--- src/rtl/vae_pkg.sv ---
package vae_pkg;

   // per-sample forwarding tag carried through the delay line
   typedef struct packed {
      logic fwd;
      logic sol;
      logic sof;
   } vae_tag_t;

   localparam vae_tag_t VAE_TAG_NONE = '{fwd: 1'b0, sol: 1'b0, sof: 1'b0};

   // flags decoded from a status word
   typedef struct packed {
      logic f;
      logic v;
      logic h;
   } vae_status_t;

endpackage

--- src/rtl/vae_word_class.sv ---
module vae_word_class
   import vae_pkg::*;
#(
   parameter int unsigned NARROW_W = 8,
   parameter int unsigned WIDE_W   = 10
) (
   input  logic              wide_mode,
   input  logic [WIDE_W-1:0] din,
   output logic [WIDE_W-1:0] word,
   output logic              all_ones,
   output logic              all_zeros,
   output vae_status_t       status
);

   localparam int unsigned PAD_W = WIDE_W - NARROW_W;
   localparam logic [WIDE_W-1:0] NARROW_MASK = {{PAD_W{1'b0}}, {NARROW_W{1'b1}}};

   generate
      if (NARROW_W < 4) begin : g_bad_narrow
         $error("vae_word_class: NARROW_W must be at least 4");
      end
      if (WIDE_W <= NARROW_W) begin : g_bad_wide
         $error("vae_word_class: WIDE_W must exceed NARROW_W");
      end
   endgenerate

   always_comb begin
      word      = wide_mode ? din : (din & NARROW_MASK);
      all_ones  = wide_mode ? (&din) : (&din[NARROW_W-1:0]);
      all_zeros = (word == '0);
      if (wide_mode) begin
         status.f = din[WIDE_W-2];
         status.v = din[WIDE_W-3];
         status.h = din[WIDE_W-4];
      end else begin
         status.f = din[NARROW_W-2];
         status.v = din[NARROW_W-3];
         status.h = din[NARROW_W-4];
      end
   end

endmodule

--- src/rtl/vae_trs_window.sv ---
module vae_trs_window
   import vae_pkg::*;
#(
   parameter int unsigned WIDE_W   = 10,
   parameter int unsigned LEAD_LEN = 3
) (
   input  logic              clk,
   input  logic              rst_n,
   input  logic [WIDE_W-1:0] in_word,
   input  logic              in_ones,
   input  logic              in_zeros,
   input  vae_tag_t          in_tag,
   output logic              trs_hit,
   output logic [WIDE_W-1:0] tail_word,
   output vae_tag_t          tail_tag
);

   localparam int unsigned LAST = LEAD_LEN - 1;

   generate
      if (LEAD_LEN < 2) begin : g_bad_lead
         $error("vae_trs_window: LEAD_LEN must be at least 2");
      end
   endgenerate

   logic [WIDE_W-1:0] word_q  [LEAD_LEN];
   vae_tag_t          tag_q   [LEAD_LEN];
   logic [LEAD_LEN-1:0] ones_q;
   logic [LEAD_LEN-1:0] zeros_q;
   logic [LEAD_LEN-1:0] match;

   // oldest slot must be all-ones, every newer slot all-zeros
   generate
      for (genvar g = 0; g < LEAD_LEN; g++) begin : g_match
         if (g == LAST) begin : g_lead
            assign match[g] = ones_q[g];
         end else begin : g_zero
            assign match[g] = zeros_q[g];
         end
      end
   endgenerate

   assign trs_hit   = &match;
   assign tail_word = word_q[LAST];
   assign tail_tag  = tag_q[LAST];

   always_ff @(posedge clk or negedge rst_n) begin
      if (!rst_n) begin
         ones_q  <= '0;
         zeros_q <= '0;
         for (int i = 0; i < LEAD_LEN; i++) begin
            word_q[i] <= '0;
            tag_q[i]  <= VAE_TAG_NONE;
         end
      end else begin
         word_q[0]  <= in_word;
         tag_q[0]   <= in_tag;
         ones_q[0]  <= in_ones;
         zeros_q[0] <= in_zeros;
         for (int i = 1; i < LEAD_LEN; i++) begin
            word_q[i]  <= word_q[i-1];
            ones_q[i]  <= ones_q[i-1];
            zeros_q[i] <= zeros_q[i-1];
            // words that formed a reference code are withdrawn
            tag_q[i]   <= trs_hit ? VAE_TAG_NONE : tag_q[i-1];
         end
      end
   end

endmodule

--- src/rtl/vae_sync_tracker.sv ---
module vae_sync_tracker
   import vae_pkg::*;
(
   input  logic        clk,
   input  logic        rst_n,
   input  logic        trs_hit,
   input  vae_status_t status,
   output vae_tag_t    entry_tag
);

   logic field_q;
   logic line_open_q;
   logic sol_pend_q;
   logic sof_pend_q;

   always_comb begin
      entry_tag.fwd = line_open_q & ~trs_hit;
      entry_tag.sol = entry_tag.fwd & sol_pend_q;
      entry_tag.sof = entry_tag.fwd & sof_pend_q;
   end

   always_ff @(posedge clk or negedge rst_n) begin
      if (!rst_n) begin
         field_q     <= 1'b0;
         line_open_q <= 1'b0;
         sol_pend_q  <= 1'b0;
         sof_pend_q  <= 1'b0;
      end else if (trs_hit) begin
         field_q <= status.f;
         if (status.f != field_q) begin
            sof_pend_q <= 1'b1;
         end
         if (!status.h) begin
            line_open_q <= ~status.v;
            if (!status.v) begin
               sol_pend_q <= 1'b1;
            end
         end else begin
            line_open_q <= 1'b0;
         end
      end else if (entry_tag.fwd) begin
         sol_pend_q <= 1'b0;
         sof_pend_q <= 1'b0;
      end
   end

endmodule

--- src/rtl/vid_active_extract.sv ---
module vid_active_extract
   import vae_pkg::*;
#(
   parameter int unsigned NARROW_W = 8,
   parameter int unsigned WIDE_W   = 10,
   parameter int unsigned LEAD_LEN = 3
) (
   input  logic              clk,
   input  logic              rst_n,
   input  logic              wide_mode,
   input  logic [WIDE_W-1:0] din,
   output logic [WIDE_W-1:0] pix_data,
   output logic              pix_valid,
   output logic              pix_sol,
   output logic              pix_sof
);

   logic [WIDE_W-1:0] cls_word;
   logic              cls_ones;
   logic              cls_zeros;
   vae_status_t       cls_status;
   vae_tag_t          entry_tag;
   logic              trs_hit;
   logic [WIDE_W-1:0] tail_word;
   vae_tag_t          tail_tag;
   logic              emit;

   vae_word_class #(
      .NARROW_W (NARROW_W),
      .WIDE_W   (WIDE_W)
   ) u_class (
      .wide_mode (wide_mode),
      .din       (din),
      .word      (cls_word),
      .all_ones  (cls_ones),
      .all_zeros (cls_zeros),
      .status    (cls_status)
   );

   vae_sync_tracker u_track (
      .clk       (clk),
      .rst_n     (rst_n),
      .trs_hit   (trs_hit),
      .status    (cls_status),
      .entry_tag (entry_tag)
   );

   vae_trs_window #(
      .WIDE_W   (WIDE_W),
      .LEAD_LEN (LEAD_LEN)
   ) u_win (
      .clk       (clk),
      .rst_n     (rst_n),
      .in_word   (cls_word),
      .in_ones   (cls_ones),
      .in_zeros  (cls_zeros),
      .in_tag    (entry_tag),
      .trs_hit   (trs_hit),
      .tail_word (tail_word),
      .tail_tag  (tail_tag)
   );

   assign emit = tail_tag.fwd & ~trs_hit;

   always_ff @(posedge clk or negedge rst_n) begin
      if (!rst_n) begin
         pix_data  <= '0;
         pix_valid <= 1'b0;
         pix_sol   <= 1'b0;
         pix_sof   <= 1'b0;
      end else begin
         pix_valid <= emit;
         pix_data  <= emit ? tail_word : '0;
         pix_sol   <= emit & tail_tag.sol;
         pix_sof   <= emit & tail_tag.sof;
      end
   end

endmodule

--- config.mk ---
export PLATFORM = sky130hd
export DESIGN_NAME = vid_active_extract
export DESIGN_NICKNAME = d
export VERILOG_FILES = /design/src/rtl/vae_pkg.sv /design/src/rtl/vae_word_class.sv /design/src/rtl/vae_trs_window.sv /design/src/rtl/vae_sync_tracker.sv /design/src/rtl/vid_active_extract.sv
export SDC_FILE = /design/constraint.sdc
export NUM_CORES = 1
export LEC_CHECK = 0
export BUFFER_PORTS_ARGS = -buffer_cell sky130_fd_sc_hd__buf_2
export CORE_UTILIZATION = 42
export CTS_BUF_LIST = sky130_fd_sc_hd__clkbuf_8
export CTS_CLUSTER_DIAMETER = 150
export CTS_CLUSTER_SIZE = 25
export DETAILED_ROUTE_END_ITERATION = 16
export SETUP_SLACK_MARGIN = 0.2
export SLEW_MARGIN = 10
export SYNTH_ARGS = -nofsm -noshare
export SYNTH_HDL_FRONTEND = slang
export SYNTH_SLANG_ARGS = --single-unit
--- constraint.sdc ---
create_clock -name clk -period 1.2 [get_ports clk]
set_input_delay 0.06 -clock clk [delete_from_list [all_inputs] [get_ports clk]]
set_output_delay 0.06 -clock clk [all_outputs]
set_load 0.02 [all_outputs]
### After elaboration in Yosys (flattened, before gate mapping)

Cells that the tools add are included.
W data, S select, Z words.

* logic and storage cells: 54
* memories: 0
* bits in writable memories: 0
* input port bits: 13
* memory bits (read-only): 0
* bits in latches: 0
* output and inout port bits: 13
* register bits after elaboration: 61

* multiply operators: 0
* equality and inequality tests: 4
* bitwise operators: 8
* reductions and logical operators: 7
* add/subtract/negate cells: 0
* shift operators: 0
* div/mod/pow operators: 0
* order comparisons: 0
* muxes and demuxes: 13

Operators by type and width (number)
* $mux W10: 2
* $logic_not A10 Y1: 1
* $reduce_and A10 Y1: 1
* $mux W3: 3
* $mux W1: 8
* $reduce_and A8 Y1: 1
* $and A1 B1 Y1: 6
* $reduce_and A3 Y1: 2
* $ne A2 B2 Y1 const B: 2
* $ne A2 B1 Y1 const B: 1
* $not A1 Y1: 2
* $reduce_and A2 Y1: 1
* $reduce_bool A2 Y1: 1
* $ne A1 B1 Y1: 1

### Longest topological paths before layout

Gate-level depths: netlist (run 1).

* depth in word-level cells: 5
* gate-level depth with buffers: 4
* mapped depth without buffers: 3

### Hierarchy

From an unflattened synthesis (run 1), not the netlist that was laid out.

* cell total of the unflattened synthesis: 130
* area, all modules: 2057.0 um^2

Modules (own cells, without submodules)
* vae_trs_window: times used 1, cells each 65, area an instance 1249.9 um^2, sequential area each 1101.1 um^2
* vid_active_extract: times used 1, cells each 28, area an instance 452.9 um^2, sequential area each 325.3 um^2
* vae_sync_tracker: times used 1, cells each 17, area an instance 192.7 um^2, sequential area each 100.1 um^2
* vae_word_class: times used 1, cells each 20, area an instance 161.4 um^2, sequential area each 0.0 um^2

### Least setup slack after synthesis (run 1)

Ideal clock, no wire load.

* path type: register to register
* start: reg u_win.zeros_q[0]
* end: reg u_track.field_q
* arrival: 0.930 ns
* path buffers: 1
* slack: 0.135 ns
* period minus slack after synthesis: 1.065 ns
* library setup time: 0.134 ns
* required time: 1.066 ns
* cell stages (with the launch flop): 4
* cells stage by stage: dfrtp_1 nand3_1 clkbuf_1 o21ai_0

* longest elaborated chain between the ends: 1

RTL lines
* from (decl): line vae_trs_window.sv:29 `logic [LEAD_LEN-1:0] zeros_q;`
* from (signal assigned): line vae_trs_window.sv:59 `zeros_q[0] <= in_zeros;`
* from (signal, indexed assignment): line vae_trs_window.sv:63 `zeros_q[i] <= zeros_q[i-1];`
* $reduce_and A3 Y1: line vae_trs_window.sv:43 `assign trs_hit = &match;`
* to (signal assigned): line vae_sync_tracker.sv:29 `field_q <= status.f;`
* to (decl): line vae_sync_tracker.sv:11 `logic field_q;`

Every way passes these cells.
A chain may end at the register's enable or synchronous reset.

### Final worst setup path (run 1)

* start: reg u_win.zeros_q[0]
* end: reg u_track.line_open_q

* longest elaborated chain between the ends: 1

RTL lines
* $reduce_and A3 Y1: line vae_trs_window.sv:43
* to (signal assigned): line vae_sync_tracker.sv:34 `line_open_q <= ~status.v;`
* to (decl): line vae_sync_tracker.sv:12 `logic line_open_q;`

Every way passes these cells.

==> results, run 1 <==
- The clock-pin slew reported for the worst setup and hold paths after clock tree synthesis is 0.06 ns.
- The origin of the worst setup path is u_win.zeros_q[0].
- Walking the worst path, the cells encountered are nand3_4 -> buf_6 -> a21oi_4 -> or2_1.
- The count of nets left with antenna violations once routing finished came out at 0.
- Among all flip-flop cells after synthesis, the most frequent one is sky130_fd_sc_hd__dfrtp_1.
- The die is 68.1 um wide.
- The tightest min-delay check is of the primary input to register type.
- The number of flops mapped to enable cells by yosys is 0.
- The number of different library cells used by synthesis comes to 20.
- After detailed routing, the average wire length per cell comes to 11.8 um.
- The ratio of cells with drive above 1 in the final layout is 32.1%.
- The number of rows created at floorplan is 23.
- The post-synthesis cell type with the largest combined area is sky130_fd_sc_hd__dfrtp_1.
- A synthesized cell averages 17.2 um^2.
- The later-pin clock latency in the skew report is 0.32 ns.
- STA classifies the critical path startpoint as a register.
- The max capacitance violation total is 0.
- The via count normalized by instance count is 4.54.
- The clock tree from TritonCTS is done.
- Dividing total power by cell area gives a power density of 1630 mW/mm^2.
- In the post-synthesis netlist, the biggest area contributors are sky130_fd_sc_hd__dfrtp_1 83%, sky130_fd_sc_hd__and3_1 4.8%, sky130_fd_sc_hd__and2_1 3.4%.
- The root buffer cell is sky130_fd_sc_hd__clkbuf_8.
- Counting the buffers created by CTS gives 9.
- In the finished design, the share of the clock period the worst path needs comes to 83.6%.
- In this run, the number of DRC markers left after iteration 0 of detailed routing was 38.
- The total global routing overflow is 0.
- The number of antenna violations at the first check in global routing came to 0.
- The register area is 0.00153 mm^2.
- Summed over its instances, the top area cell type makes up 83.2% of the synthesized netlist area.
- Of all nets on the critical path, the largest fanout is 4.
- The classification of the worst setup path is register to register.
- The most common cell in the synthesized netlist is sky130_fd_sc_hd__dfrtp_1.
- The via count of the first global-routing pass is 948.
- Sorting the synthesized cells by how often they occur yields 61 x sky130_fd_sc_hd__dfrtp_1, 14 x sky130_fd_sc_hd__and3_1, 10 x sky130_fd_sc_hd__and2_1.
- The region available for standard cell placement spans 0.00409 mm^2.
- Wires add up to 2.50 mm.
- Global routing used 13.7% of the available tracks across all layers.
- Leaving out filler cells and counting taps, the final layout contains 212.
- The cell area after synthesis is 0.00184 mm^2.
- The async set-or-reset flop fraction in the synthesized netlist is 100%.
- Synthesis inferred 61 register bits.
- Synthesis produced a netlist with a net count of 120.
- The final weighted congestion in routability-driven placement is 0.760.
- In this run the count of I/O pins placed on the die edge is 26.
- Setup repair after global routing could not meet its margin everywhere.
- The leakage dissipation is 1.24 nW.
- Static timing analysis puts the maximum clock frequency at 0.997 GHz.
- Summing all multi-input logic gate instances after layout gives 330 um^2.
- The layout-stage area growth over the synthesis result is 31.4%.
- After the last flow step, the layout net total stands at 171.
- The number of warnings reported in the yosys synthesis log is 0.
- The first detailed-routing pass took 4 iterations.
- The number of hold-slack violations in the final timing report was 0.
- The max-slew violation total from the final report is 0.
- At the end of the flow the core is filled with cells to 59.0%.
- The arrival time reported for the critical path endpoint is 1.21 ns.
- STA puts the critical path data required time at 1.41 ns.
- The number of H-tree levels is 3.
- The slew of the pin with the lowest slew margin is 0.338 ns.
- The count of endpoints failing setup in the final report is 0.
- The initial core utilization is 44.9%.
- CTS saw 61 sinks.
- The critical path capture point type is a register.
- On the worst path, the slowest cell contributes a delay of 0.42 ns.
- The number of diodes added for antenna fixing is 0.
- Sequential cells were found to cover 83.2% of the synthesized design area.
- The critical path's slowest cell is sky130_fd_sc_hd__dfrtp_1.
- The worst hold path begins at din[7].
- In this run the tool buffered the top-level ports with 25 buffer cells.
- Measured against its own limit, the worst slew margin works out to 77.5%.
- The clock tree buffer depth is 2.
- The synthesized instance count is 107.
- VDD sags by at most 0.000827 V.
- The number of placed instances, taps included, is 182.
- In the final timing run, aggregate negative setup slack is 0 ns.
- The die is 68.1 um tall.
- The routed design could run at a clock period as short as 1.00 ns.
- In the routed design, unresolved DRC markers number 0.
- The largest net degree at the start of global routing is 36.
- The count of filler cells inserted in the layout is 328.
- The via count is 963.
- The largest clock skew in the final design is 0.00663 ns.
- The die covers 0.00464 mm^2.
- The worst register-to-register path begins at u_win.zeros_q[0].
- The first global-routing pass estimated 4.20 mm of wire.
- The flow ran to the end, and the final reports show no timing, DRC or antenna violations.
cell type report:
cell class,count,area share [%]
clock inverter,3,0.519
sequential,61,63.3
timing repair buffer,43,13.0
tap,50,2.59
clock buffer,12,6.85
multi-input combinational,43,13.7
per-stage QoR:
stage | setup slack, ns | area [um^2] | hold slack, ns | total power [W]
after floorplan | 0.210 | 1840 | -0.236 | 0.00224
after global placement | 0.153 | 2050 | -0.0262 | 0.00234
after global routing | 0.163 | 2410 | 0.0206 | 0.00409
after detailed placement | 0.0986 | 2050 | -0.0215 | 0.00235
final | 0.197 | 2410 | 0.0185 | 0.00392
after CTS | 0.203 | 2380 | 0.00247 | 0.00397
worst max-delay path: cells and delay by family, from the launching register on:
family          cells  cell delay [ns]
buf+inv             1             0.12
flops               1             0.42
compound gates      1             0.03
simple gates        2             0.32
cell usage in the layout, fill, tap and decap left out, types with 2 or more instances in the layout:
cell	synthesis	final
sky130_fd_sc_hd__inv_1	0	2
sky130_fd_sc_hd__nand2_1	2	2
sky130_fd_sc_hd__and3_1	14	14
sky130_fd_sc_hd__buf_2	0	25
sky130_fd_sc_hd__dlygate4sd3_1	0	12
sky130_fd_sc_hd__dfrtp_1	61	61
sky130_fd_sc_hd__and2_1	10	9
sky130_fd_sc_hd__clkbuf_8	0	12
sky130_fd_sc_hd__buf_4	0	2
sky130_fd_sc_hd__buf_6	0	3
sky130_fd_sc_hd__nand4_1	2	2
path summary, 6_finish.rpt:
kind / cells after the start / to / slack (ns)
max in group asynchronous: 3 / u_win.tag_q[4] / 0.54
hold / removal: 3 / u_win.ones_q[0] / 0.02
setup / recovery: 4 / u_track.line_open_q / 0.20
hold reg to reg: 0 / u_win.word_q[17] / 0.34
min in group asynchronous: 2 / pix_data[5] / 0.17
setup reg to reg: 4 / u_track.line_open_q / 0.20
cells by family (layout without fill, tap and decap cells):
family	after synthesis	count (layout)	share of synthesized area, %
flip-flops	61	61	83.2
buffers and inverters	3	58	0.613
AND/OR/NAND/NOR	35	35	12.4
XOR/XNOR	1	1	0.477
AO/OA/AOI/OAI	6	6	2.79
multiplexers	1	1	0.545
routing by layer:
| layer | global-route usage (%) | vias up | routed length [um] |
|---|---|---|---|
| met3 | 6.50 | 6 | 149 |
| met1 | 16.2 | 466 | 1090 |
| met4 | 10.2 | 0 | 84 |
| met5 | 0 | - | 0 |
| li1 | - | 460 | - |
| met2 | 19.1 | 31 | 1180 |
repair_timing:
item | in CTS | in global routing
setup buffers | 2 | 1
endpoints found under the hold margin | 70 | 0
pin swaps | 1 | 3
setup endpoints to repair | 22 | 4
resized for setup | 2 | 7
hold buffers | 12 | 0
where the power goes:
| group | internal [W] | leakage, nW | total, W | switching (W) |
|---|---|---|---|---|
| logic | 0.0000822 | 0.361 | 0.000184 | 0.000102 |
| registers | 0.00213 | 0.776 | 0.00216 | 0.0000240 |
| clock network | 0.000888 | 0.101 | 0.00158 | 0.000695 |
| total | 0.00310 | 1.24 | 0.00392 | 0.000821 |
sequential cells by signal, indices dropped and copies added (netlist names):
name	flops
u_track.field_q	1
u_win.zeros_q	2
u_win.tag_q	6
u_track.line_open_q	1
u_track.sof_pend_q	1
pix_sof	1
u_win.tail_tag	3
pix_sol	1
pix_valid	1
u_win.tail_word	10
pix_data	10
u_track.sol_pend_q	1
u_win.ones_q	3
u_win.word_q	20
Note: power is estimated with default switching activity, not from simulation.
==> run 2, diff against run 1 <==
clock period = 0.84 ns   (was 1.2 ns; I/O delays follow)
==> results, run 2 (synthesis gave the netlist of run 1 again) <==
- The net count of the finished layout is 177 (was 171).
- The share of total power in combinational logic came to 6.0% (was 4.7%).
- The portion of total power attributed to the clock network is 38.1% (was 40.3%).
- The final cycle utilization of the critical path is 117% (was 83.6%).
- The switching share of total power is 20.1% (was 20.9%).
- Unrepaired setup endpoints after global routing: true (unchanged).
- The arrival time reported for the critical path endpoint is 1.17 ns (was 1.21 ns).
- The clock sink count was 61 (unchanged).
- The total global routing overflow came to 0 (unchanged).
- The clock tree from TritonCTS is done (unchanged).
- The critical register-to-register path startpoint is u_win.zeros_q[0] (unchanged).
- The number of diodes added for antenna fixing came to 0 (unchanged).
- The largest net degree at the start of global routing came to 36 (unchanged).
- The highest fanout seen on the critical path is 6 (was 4).
- The clock tree buffer depth is 2 (unchanged).
- The count of hold buffers inserted by post-cts repair came to 7 (was 12).
- The shortest period the worst path allows is 0.979 ns (was 1.00 ns).
- The count of filler cells inserted in the layout was 313 (was 328).
- The leading cell type in the layout, fill and taps excluded is sky130_fd_sc_hd__dfrtp_1 (unchanged).
- The number of input and output port buffers inserted is 25 (unchanged).
- The later-pin clock latency in the skew report is 0.31 ns (was 0.32 ns).
- The via count normalized by instance count is 4.55 (was 4.54).
- The kind of path behind the tightest hold check is primary input to asynchronous set/reset pin (was primary input to register).
- The half-perimeter wire length after placement is 1.71 mm.
- The logic depth of the worst register-to-register path is 3 (was 4).
- The number of H-tree levels is 3 (unchanged).
- The overall die width came to 68.1 um (unchanged).
- The detailed-routing iteration count for the pre-antenna-repair pass came to 2 (was 4).
- The leakage dissipation is 1.29 nW (was 1.24 nW).
- The wire length of the first global-routing pass is 4.42 mm (was 4.20 mm).
- The average wire per standard cell came to 11.4 um (was 11.8 um).
- The reg-to-reg critical path endpoint is u_track.line_open_q (unchanged).
- The highest clock rate is 1.02 GHz (was 0.997 GHz).
- The number of hold-slack violations in the final timing report is 63 (was 0).
- The ratio of total power to cell area came to 2180 mW/mm^2 (was 1630 mW/mm^2).
- The net switching power is 0.00111 W (was 0.000821 W).
- The count of boundary I/O pins was 26 (unchanged).
- The top register by number of flip-flops is u_win.word_q (unchanged).
- The number of antenna violations at the first check in global routing is 0 (unchanged).
- The slew of the pin with the lowest slew margin was 0.334 ns (was 0.338 ns).
- The final weighted congestion in routability-driven placement is 0.767 (was 0.760).
- The number of flip-flops in the largest register is 20 (unchanged).
- The top cell family by delay on the critical path is simple AND/OR/NAND/NOR gates (was flip-flops).
- The summed area of non-filler cells in the final layout was 0.00253 mm^2 (was 0.00241 mm^2).
- The vertical extent of the die is 68.1 um (unchanged).
- The initial core utilization is 44.9% (unchanged).
- The placement-stage worst setup slack is -0.180 ns (was 0.0986 ns).
- The max-slew violation total from the final report came to 0 (unchanged).
- The max capacitance violation total is 0 (unchanged).
- The internal cell power was 0.00441 W (was 0.00310 W).
- The root buffer cell is sky130_fd_sc_hd__clkbuf_8 (unchanged).
- The worst max-slew margin expressed relative to the limit was 77.7% (was 77.5%).
- The critical path's slowest cell was sky130_fd_sc_hd__dfrtp_1 (unchanged).
- The area enclosed by the die boundary is 0.00464 mm^2 (unchanged).
- The combined buffer and inverter count along the critical path is 0 (was 1).
- The via count is 996 (was 963).
- The number of remaining DRC errors is 0 (unchanged).
- The delay of the slowest critical-path stage is 0.38 ns (was 0.42 ns).
- Run status: complete, but fails checks (was complete, no violations).
- The critical path startpoint category was a register (unchanged).
- The critical path capture point type was a register (unchanged).
- The register-to-register path setup slack is -0.14 ns (was 0.20 ns).
- The largest clock skew in the final design came to 0.00447 ns (was 0.00663 ns).
- The clock buffer count from CTS is 9 (unchanged).
- The layout-stage area growth over the synthesis result is 37.8% (was 31.4%).
- The checks that failed: hold timing, setup timing.
- The number of rows created at floorplan was 23 (unchanged).
- The standard cell area after detailed placement is 0.00214 mm^2 (was 0.00205 mm^2).
- The starting DRC count in detailed routing came to 35 (was 38).
- The classification of the worst setup path is register to register (unchanged).
- The final critical-path setup slack is -0.139 ns (was 0.197 ns).
- The part of the total power dissipated in sequential elements is 56.0% (was 55.0%).
- The wire length reported by the detailed router came to 2.49 mm (was 2.50 mm).
- The number of nets still failing antenna checks after routing was 0 (unchanged).
- The count of endpoints failing setup in the final report is 39 (was 0).
- The required arrival time at the worst endpoint came to 1.04 ns (was 1.41 ns).
- The via count of the first global-routing pass is 999 (was 948).
- The area inside the core boundary came to 0.00409 mm^2 (unchanged).
- The ratio of cells with drive above 1 in the final layout was 37.3% (was 32.1%).
- The worst supply voltage drop on vdd is 0.00145 V (was 0.000827 V).
- The clock-pin slew reported for the worst setup and hold paths after clock tree synthesis was 0.06 ns (about the same).
- Leading cell types in the layout, fill and taps excluded: 61 x sky130_fd_sc_hd__dfrtp_1, 17 x sky130_fd_sc_hd__buf_6, 15 x sky130_fd_sc_hd__buf_4 (was 61 x sky130_fd_sc_hd__dfrtp_1, 25 x sky130_fd_sc_hd__buf_2, 14 x sky130_fd_sc_hd__and3_1).
- The combined global-route utilization of all metal layers is 13.8% (was 13.7%).
- The worst hold margin is -0.376 ns (was 0.0185 ns).
- Ordered list of cells on the worst path: nand3_4 -> and2_4 -> or2_1 (was nand3_4 -> buf_6 -> a21oi_4 -> or2_1).
## run 2: cell types whose count changed in the layout (fill, tap and decap cells not counted), sizes merged
cell,change
buf,+11
dlygate4sd3,-5
clkbuf,-1
inv,+2
## run 2: area by class of cell
cell class              count  area (um^2)  area share, %
well taps                  50         62.6           2.47
multi-input cells          43          329           13.0
repair buffers             49          439           17.4
clock inverters             5         20.0          0.792
flip-flops and latches     61         1530           60.4
clock buffers              11          151           5.99
## run 2: timing repair
action,in CTS,in global routing
gates resized for setup,31,3
setup buffers,2,1
endpoints found under the hold margin,71,50
pin swaps,2,3
endpoints found under the setup margin,40,41
## run 2: how the worst max path moves through the flow
stage	cells after the start	start	slack, ns	to
after floorplan	3	u_win.zeros_q[0]	-0.08	u_track.line_open_q
after global placement	3	din[6]	-0.14	u_win.zeros_q[0]
after detailed placement	3	din[6]	-0.18	u_win.zeros_q[0]
after CTS	3	u_win.zeros_q[0]	-0.15	u_track.line_open_q
after global routing	3	u_win.zeros_q[0]	-0.18	u_track.line_open_q
final	3	u_win.zeros_q[0]	-0.14	u_track.line_open_q
## run 2: power groups by stage
stage                     Sequential [W]  Combinational (W)  Clock [W]
final                            0.00309           0.000329    0.00210
after global routing             0.00310           0.000367    0.00234
after CTS                        0.00309           0.000328    0.00219
after detailed placement         0.00314           0.000261          0
after global placement           0.00313           0.000252          0
after floorplan                  0.00316          0.0000518          0
## run 2: metrics by stage
stage / utilization, % / instances / TNS, ns / total power [W]
after detailed placement: 52.5 / 193 / -3.36 / 0.00340
after global placement: 52.5 / 193 / -2.58 / 0.00338
final: 61.9 / 219 / -2.58 / 0.00552
after floorplan: - / 107 / -1.26 / 0.00321
after global routing: 61.9 / 219 / -4.28 / 0.00581
after CTS: 61.3 / 218 / -2.95 / 0.00560
## run 2: metal layers
layer | up-vias | wire length, um | global-route usage [%]
met5 | - | 0 | 0
met2 | 30 | 1340 | 21.6
li1 | 479 | - | -
met1 | 482 | 963 | 15.8
met4 | 0 | 48 | 7.03
met3 | 5 | 137 | 6.50
